===== config.mk =====
export PLATFORM = sky130hd
export DESIGN_NAME = grid_placer
export DESIGN_NICKNAME = d
export VERILOG_FILES = /design/src/rtl/gp_pkg.sv /design/src/rtl/gp_col_table.sv /design/src/rtl/gp_row_calc.sv /design/src/rtl/grid_placer.sv
export SDC_FILE = /design/constraint.sdc
export NUM_CORES = 1
export LEC_CHECK = 0
export BUFFER_PORTS_ARGS = -buffer_cell sky130_fd_sc_hd__buf_4
export CAP_MARGIN = 30
export CORE_ASPECT_RATIO = 0.7
export CORE_MARGIN = 2
export CORE_UTILIZATION = 25
export CTS_CLUSTER_SIZE = 8
export DETAILED_ROUTE_END_ITERATION = 8
export PLACE_DENSITY_LB_ADDON = 0.05
export SETUP_SLACK_MARGIN = 0.1
export SLEW_MARGIN = 0
export SYNTH_ARGS = -nofsm -noshare
export SYNTH_HDL_FRONTEND = slang
export SYNTH_SLANG_ARGS = --single-unit

===== constraint.sdc =====
create_clock -name clk -period 10.1 [get_ports clk]
set_input_delay 1.01 -clock clk [delete_from_list [all_inputs] [get_ports clk]]
set_output_delay 1.01 -clock clk [all_outputs]
set_load 0.03 [all_outputs]

===== src/rtl/gp_pkg.sv =====
package gp_pkg;
  typedef enum logic [1:0] {
    K_ALU    = 2'd0,
    K_LOAD   = 2'd1,
    K_STORE  = 2'd2,
    K_BRANCH = 2'd3
  } gp_kind_e;
endpackage


===== src/rtl/gp_col_table.sv =====
module gp_col_table #(
  parameter int COLS = 8,
  parameter int RW   = 4,
  parameter int CW   = 3
) (
  input  logic          clk,
  input  logic          rst,
  input  logic          flush,
  input  logic [CW-1:0] rd_a,
  input  logic [CW-1:0] rd_b,
  input  logic [CW-1:0] rd_d,
  output logic [RW-1:0] rec_a,
  output logic [RW-1:0] rec_b,
  output logic [RW-1:0] rec_d,
  output logic [RW-1:0] rdfl_d,
  input  logic          wr_en,
  input  logic [CW-1:0] wr_col,
  input  logic [RW-1:0] wr_val,
  input  logic          mk_a_en,
  input  logic [CW-1:0] mk_a,
  input  logic          mk_b_en,
  input  logic [CW-1:0] mk_b,
  input  logic [RW-1:0] mk_row
);
  logic [RW-1:0] rec  [COLS];
  logic [RW-1:0] rdfl [COLS];

  assign rec_a  = rec[rd_a];
  assign rec_b  = rec[rd_b];
  assign rec_d  = rec[rd_d];
  assign rdfl_d = rdfl[rd_d];

  always_ff @(posedge clk) begin
    for (int c = 0; c < COLS; c++) begin
      if (rst || flush) begin
        rec[c]  <= '0;
        rdfl[c] <= '0;
      end else begin
        if (wr_en && wr_col == CW'(c))
          rec[c] <= wr_val;
        if (((mk_a_en && mk_a == CW'(c)) || (mk_b_en && mk_b == CW'(c))) &&
            mk_row > rdfl[c])
          rdfl[c] <= mk_row;
      end
    end
  end

  // each new writer of a column lands strictly below the previous writer
  p_rec_grows_r2: assert property (@(posedge clk) disable iff (rst || flush)
    wr_en |-> wr_val > rec[wr_col]);

  // a column's reader floor never moves up
  p_rdfl_mono_r2: assert property (@(posedge clk) disable iff (rst || flush)
    1'b1 |=> rdfl[$past(rd_d)] >= $past(rdfl_d));
endmodule


===== src/rtl/gp_row_calc.sv =====
module gp_row_calc
  import gp_pkg::*;
#(
  parameter int RW = 4
) (
  input  gp_kind_e      kind,
  input  logic          use_a,
  input  logic          use_b,
  input  logic [RW-1:0] rec_a,
  input  logic [RW-1:0] rec_b,
  input  logic [RW-1:0] rec_d,
  input  logic [RW-1:0] rdfl_d,
  input  logic [RW-1:0] barrier,
  input  logic [RW-1:0] mem_next,
  input  logic [RW-1:0] depth,
  output logic [RW-1:0] row
);
  function automatic logic [RW-1:0] vmax(logic [RW-1:0] x, logic [RW-1:0] y);
    return (x > y) ? x : y;
  endfunction

  logic writes, is_mem;
  assign writes = (kind == K_ALU) || (kind == K_LOAD);
  assign is_mem = (kind == K_LOAD) || (kind == K_STORE);

  always_comb begin
    row = barrier;
    if (use_a)  row = vmax(row, rec_a);
    if (use_b)  row = vmax(row, rec_b);
    if (writes) row = vmax(row, vmax(rec_d, rdfl_d));
    if (is_mem) row = vmax(row, mem_next);
    if (kind == K_BRANCH) row = depth;
  end
endmodule


===== src/rtl/grid_placer.sv =====
module grid_placer
  import gp_pkg::*;
#(
  parameter int COLS = 8,
  parameter int ROWS = 8,
  localparam int CW = (COLS > 1) ? $clog2(COLS) : 1,
  localparam int RW = $clog2(ROWS + 1)
) (
  input  logic          clk,
  input  logic          rst,
  input  logic          flush,
  input  logic          in_valid,
  input  logic [1:0]    in_kind,
  input  logic [CW-1:0] in_dst,
  input  logic [CW-1:0] in_src_a,
  input  logic          in_use_a,
  input  logic [CW-1:0] in_src_b,
  input  logic          in_use_b,
  output logic          out_valid,
  output logic [RW-1:0] out_row,
  output logic [CW-1:0] out_col,
  output logic [1:0]    out_kind,
  output logic          full
);
  gp_kind_e      kind;
  logic [RW-1:0] rec_a, rec_b, rec_d, rdfl_d;
  logic [RW-1:0] barrier, mem_next, depth, row, row_nx;
  logic          accept, fits, place, writes, is_mem;

  assign kind   = gp_kind_e'(in_kind);
  assign writes = (kind == K_ALU) || (kind == K_LOAD);
  assign is_mem = (kind == K_LOAD) || (kind == K_STORE);
  assign accept = in_valid && !full && !flush;
  assign fits   = row < RW'(ROWS);
  assign place  = accept && fits;
  assign row_nx = row + 1'b1;

  gp_col_table #(.COLS(COLS), .RW(RW), .CW(CW)) u_tab (
    .clk(clk), .rst(rst), .flush(flush),
    .rd_a(in_src_a), .rd_b(in_src_b), .rd_d(in_dst),
    .rec_a(rec_a), .rec_b(rec_b), .rec_d(rec_d), .rdfl_d(rdfl_d),
    .wr_en(place && writes), .wr_col(in_dst), .wr_val(row_nx),
    .mk_a_en(place && in_use_a), .mk_a(in_src_a),
    .mk_b_en(place && in_use_b), .mk_b(in_src_b),
    .mk_row(row)
  );

  gp_row_calc #(.RW(RW)) u_calc (
    .kind(kind), .use_a(in_use_a), .use_b(in_use_b),
    .rec_a(rec_a), .rec_b(rec_b), .rec_d(rec_d), .rdfl_d(rdfl_d),
    .barrier(barrier), .mem_next(mem_next), .depth(depth),
    .row(row)
  );

  always_ff @(posedge clk) begin
    if (rst || flush) begin
      barrier   <= '0;
      mem_next  <= '0;
      depth     <= '0;
      full      <= 1'b0;
      out_valid <= 1'b0;
      out_row   <= '0;
      out_col   <= '0;
      out_kind  <= '0;
    end else begin
      out_valid <= place;
      if (place) begin
        out_row  <= row;
        out_col  <= in_dst;
        out_kind <= in_kind;
        if (row_nx > depth) depth <= row_nx;
        if (is_mem) mem_next <= row_nx;
        if (kind == K_BRANCH) barrier <= row_nx;
      end
      if (accept && !fits) full <= 1'b1;
    end
  end

  // full holds until a flush
  p_full_sticky_r7: assert property (@(posedge clk) disable iff (rst)
    full && !flush |=> full);

  // nothing is reported while full
  p_no_out_when_full_r7: assert property (@(posedge clk) disable iff (rst)
    full && !flush |=> !out_valid);

  // flush wins over an offered instruction
  p_flush_clears_r8: assert property (@(posedge clk) disable iff (rst)
    flush |=> !full && !out_valid);

  // reported rows lie inside the grid
  p_row_range_r6: assert property (@(posedge clk) disable iff (rst)
    out_valid |-> out_row < RW'(ROWS));

  // the barrier never moves up without a flush
  p_barrier_mono_r4: assert property (@(posedge clk) disable iff (rst)
    !flush |=> barrier >= $past(barrier));

  // placements after a branch stay below it
  p_after_branch_r4: assert property (@(posedge clk) disable iff (rst || flush)
    place && kind != K_BRANCH |-> row >= barrier);

  // memory operations keep strict row order
  p_mem_order_r5: assert property (@(posedge clk) disable iff (rst || flush)
    place && is_mem |-> row >= mem_next);

  // a branch never lands above any earlier placement
  p_branch_depth_r3: assert property (@(posedge clk) disable iff (rst || flush)
    place && kind == K_BRANCH |-> row >= barrier && row >= mem_next);
endmodule


==> metrics.txt <==
RSZ-0062 raised after global routing=no; Root Buffer=clkbuf_16; Initial Utilization=25.6%; area grow syn2layout=14.1%; total power=1.55 mW; Final Max Slew Viols=0; DRC viols=0; CP Capture Type=flop; Synth Area in XOR/XNOR=0.275%; CP Class=input pin to flop; DRT Wirelength=21,500 microns; P per Cell Area=213 nW/um^2; Primary FF master, synth=edfxtp_1; worst hold endpoint=out_row[3]; synthesized area=6370 sq um; Routed Antenna Nets=0; Worst R2R End=depth[1]; die width=195 microns; Final #Nets=725; non-filler instance count after layout=978; Worst Hold Class=flop to flop; number of antenna repair diodes=0; CP arrival=9.56 ns; Post-CTS Setup Bufs=0; Worst R2R Start=u_tab.rec[7][1]; synthesized-area fraction occupied by adder cells=11.8%; final hold vios=0; Peak supply drop=105 uV; Global Route Usage Sum=16.9%; Tcrit/Tclk final=92.2%; number of global-route vias before repair=5,139; Core Area=24,900 sq um; vias post-DR=5,030; Critical Path Max Stage Delay=0.55 ns; Reg clk slew, reported paths=0.08 ns; critical path fanouts, max=15; r2r setup slk=1.26 ns; 1st-pass router iterations=5; DP HPWL=16,300 microns; Synth area leaders=edfxtp_1 30%, ha_1 12%, mux4_2 9.9%; # clock sinks=87; Leak=2.72 nW; routability cong.=0.818; Post-synth ARST share=0%; top cell type's share of synthesized area=30.2%; status=finished clean; CTS H-tree depth=3; Worst Hold Depth=2; worst path bufs/invs=4; Post-Synth Simple-Gate Area=17.4%; CP dominant cell by count=ha_1; complex-gate fraction of the synthesized area=13.3%; I/O Buffers=27; min Tclk post-route=9.31 ns; maximum clock frequency=107 MHz; worst skew pair latency=0.37 ns; count of different cell masters after synthesis=61; I/O pins=28; crit path launch type=input pin; Routed wire per std cell=21.9 microns; count leader, synth=edfxtp_1; share of layout cells above drive strength 1=16.7%; CTS Buf Count=9; reg2reg path depth=39; Slew HR=44.2%; Slew @ Worst Pin=0.830 ns; post-synth top area cell=edfxtp_1; synthesis warning total=0; min-delay src=out_row[3]; drt first-iter violations=321; sequential cell area fraction in the yosys report=37.4%; final setup TNS=0 ns; Post-synth top cells=64 x edfxtp_1, 60 x ha_1, 50 x nand2_1; DR vias/cell=5.14; FP Rows=48; clock skew=0.0134 ns; largest family of logic cells by synthesized area=simple AND/OR/NAND/NOR gates; initial antenna violation count=0; Post-Synthesis Cells=624; first-pass GRT wire length=32,900 microns; largest net degree at the start of global routing=39; clock buffer depth=2; syn_area_per_cell=10.2 sq um; CTS tree=built; max-cap viol count=0; Placed Cells incl. Taps=962; #FFs+latches synth=87; multiplexer share of the synthesized area=13.8%; Critical Path Slowest Stage Cell=mux4_2; number of synthesized flops with an enable pin=64; final setup vio count=0; worst path required time=10.34 ns; total congestion overflow=0; Die Area=26,800 sq um; kind of cell adding the most delay to the critical path=compound AO/OA/AOI/OAI gates; Die H=138 microns
-- what timing repair did --
action | CTS | global route
hold buffers | 0 | 0
endpoints found under the setup margin | 0 | 37
resized for setup | 0 | 6
-- worst min-delay path: stages, from the launching register on --
cell and delay, ns:
dfxtp_1 0.31, nand2_1 0.05, nor2_1 0.03
-- layer usage --
layer	vias to the layer above	routed length, microns	GRT usage [%]
li1	2409	-	-
met1	2497	11500	25.4
met2	116	8750	24.3
met3	8	1040	4.01
met4	0	126	3.48
met5	-	0	0
-- final cells by class --
| type | count | area, sq um |
|---|---|---|
| Tap cell | 325 | 407 |
| Timing Repair Buffer | 45 | 358 |
| Multi-Input combinational cell | 455 | 3640 |
| Clock buffer | 9 | 225 |
| Sequential cell | 87 | 2380 |
| Clock inverter | 7 | 63.8 |
| Fill cell | 2599 | 17600 |
| Inverter | 50 | 188 |
-- flip-flops by register name, indices dropped and copies added, names as in the netlist --
signal / flops
u_tab.rdfl: 32
u_tab.rec: 32
barrier: 4
depth: 4
mem_next: 4
out_row: 4
out_col: 3
out_kind: 2
full: 1
out_valid: 1
-- worst max path at each step --
stage	startpoint	end	slack (ns)	depth (start not counted)
after floorplan	in_src_a[1]	depth[1]	0.97	43
after global placement	in_src_a[1]	u_tab.rdfl[3][3]	0.35	34
after detailed placement	in_src_a[1]	u_tab.rdfl[3][3]	0.26	33
after CTS	in_src_a[1]	u_tab.rdfl[3][1]	0.62	33
after global routing	in_src_a[1]	depth[1]	0.20	40
final	in_src_a[1]	depth[1]	0.79	40
-- cell families (layout without fill, tap and decap cells) --
logic type               Yosys count  in the layout
buffers and inverters             89            111
AO/OA/AOI/OAI                    120            120
adder cells (fa/ha/maj)           60             60
multiplexers                      52             52
other                              1              8
flip-flops                        87             87
XOR/XNOR                           2              2
AND/OR/NAND/NOR                  213            213
-- cell usage in the layout (no fill, tap or decap), types with 4 or more instances in the layout --
cell type	n
and2_1	4
o21a_1	13
ha_1	60
nor3b_1	7
edfxtp_1	64
a21oi_1	20
nand2_1	50
o31ai_1	9
nand2b_1	8
mux2i_1	19
buf_4	43
nand3b_1	6
o22ai_1	10
clkbuf_16	9
nand4_1	13
inv_6	4
mux4_2	28
nor2b_1	15
nor3_1	42
dfxtp_1	23
o211ai_1	5
inv_1	49
conb_1	8
a211oi_1	5
nor2_1	27
mux2_2	5
nor4_1	20
nand3_1	8
o21ai_0	20
-- per-stage QoR --
| stage | utilization, % | setup slack (ns) | area [sq um] | hold slack, ns |
|---|---|---|---|---|
| 4_1_cts | 29.2 | 0.622 | 7260 | 0.438 |
| 5_1_grt | 29.2 | 0.199 | 7270 | 0.454 |
| 3_5_place_dp | 28.0 | 0.256 | 6970 | 0.426 |
| 3_3_place_gp | 28.0 | 0.350 | 6950 | 0.422 |
| 2_1_floorplan | - | 0.971 | 6400 | 0.459 |
| 6_report | 29.2 | 0.788 | 7270 | 0.432 |
-- report_power, final --
group | internal, mW | leakage [nW] | total, mW | switching (mW)
Sequential | 0.402 | 0.892 | 0.418 | 0.0162
Combinational | 0.305 | 1.69 | 0.788 | 0.483
Clock | 0.173 | 0.140 | 0.343 | 0.170
Total | 0.879 | 2.72 | 1.55 | 0.669
Power figures use the tool's default switching activity.
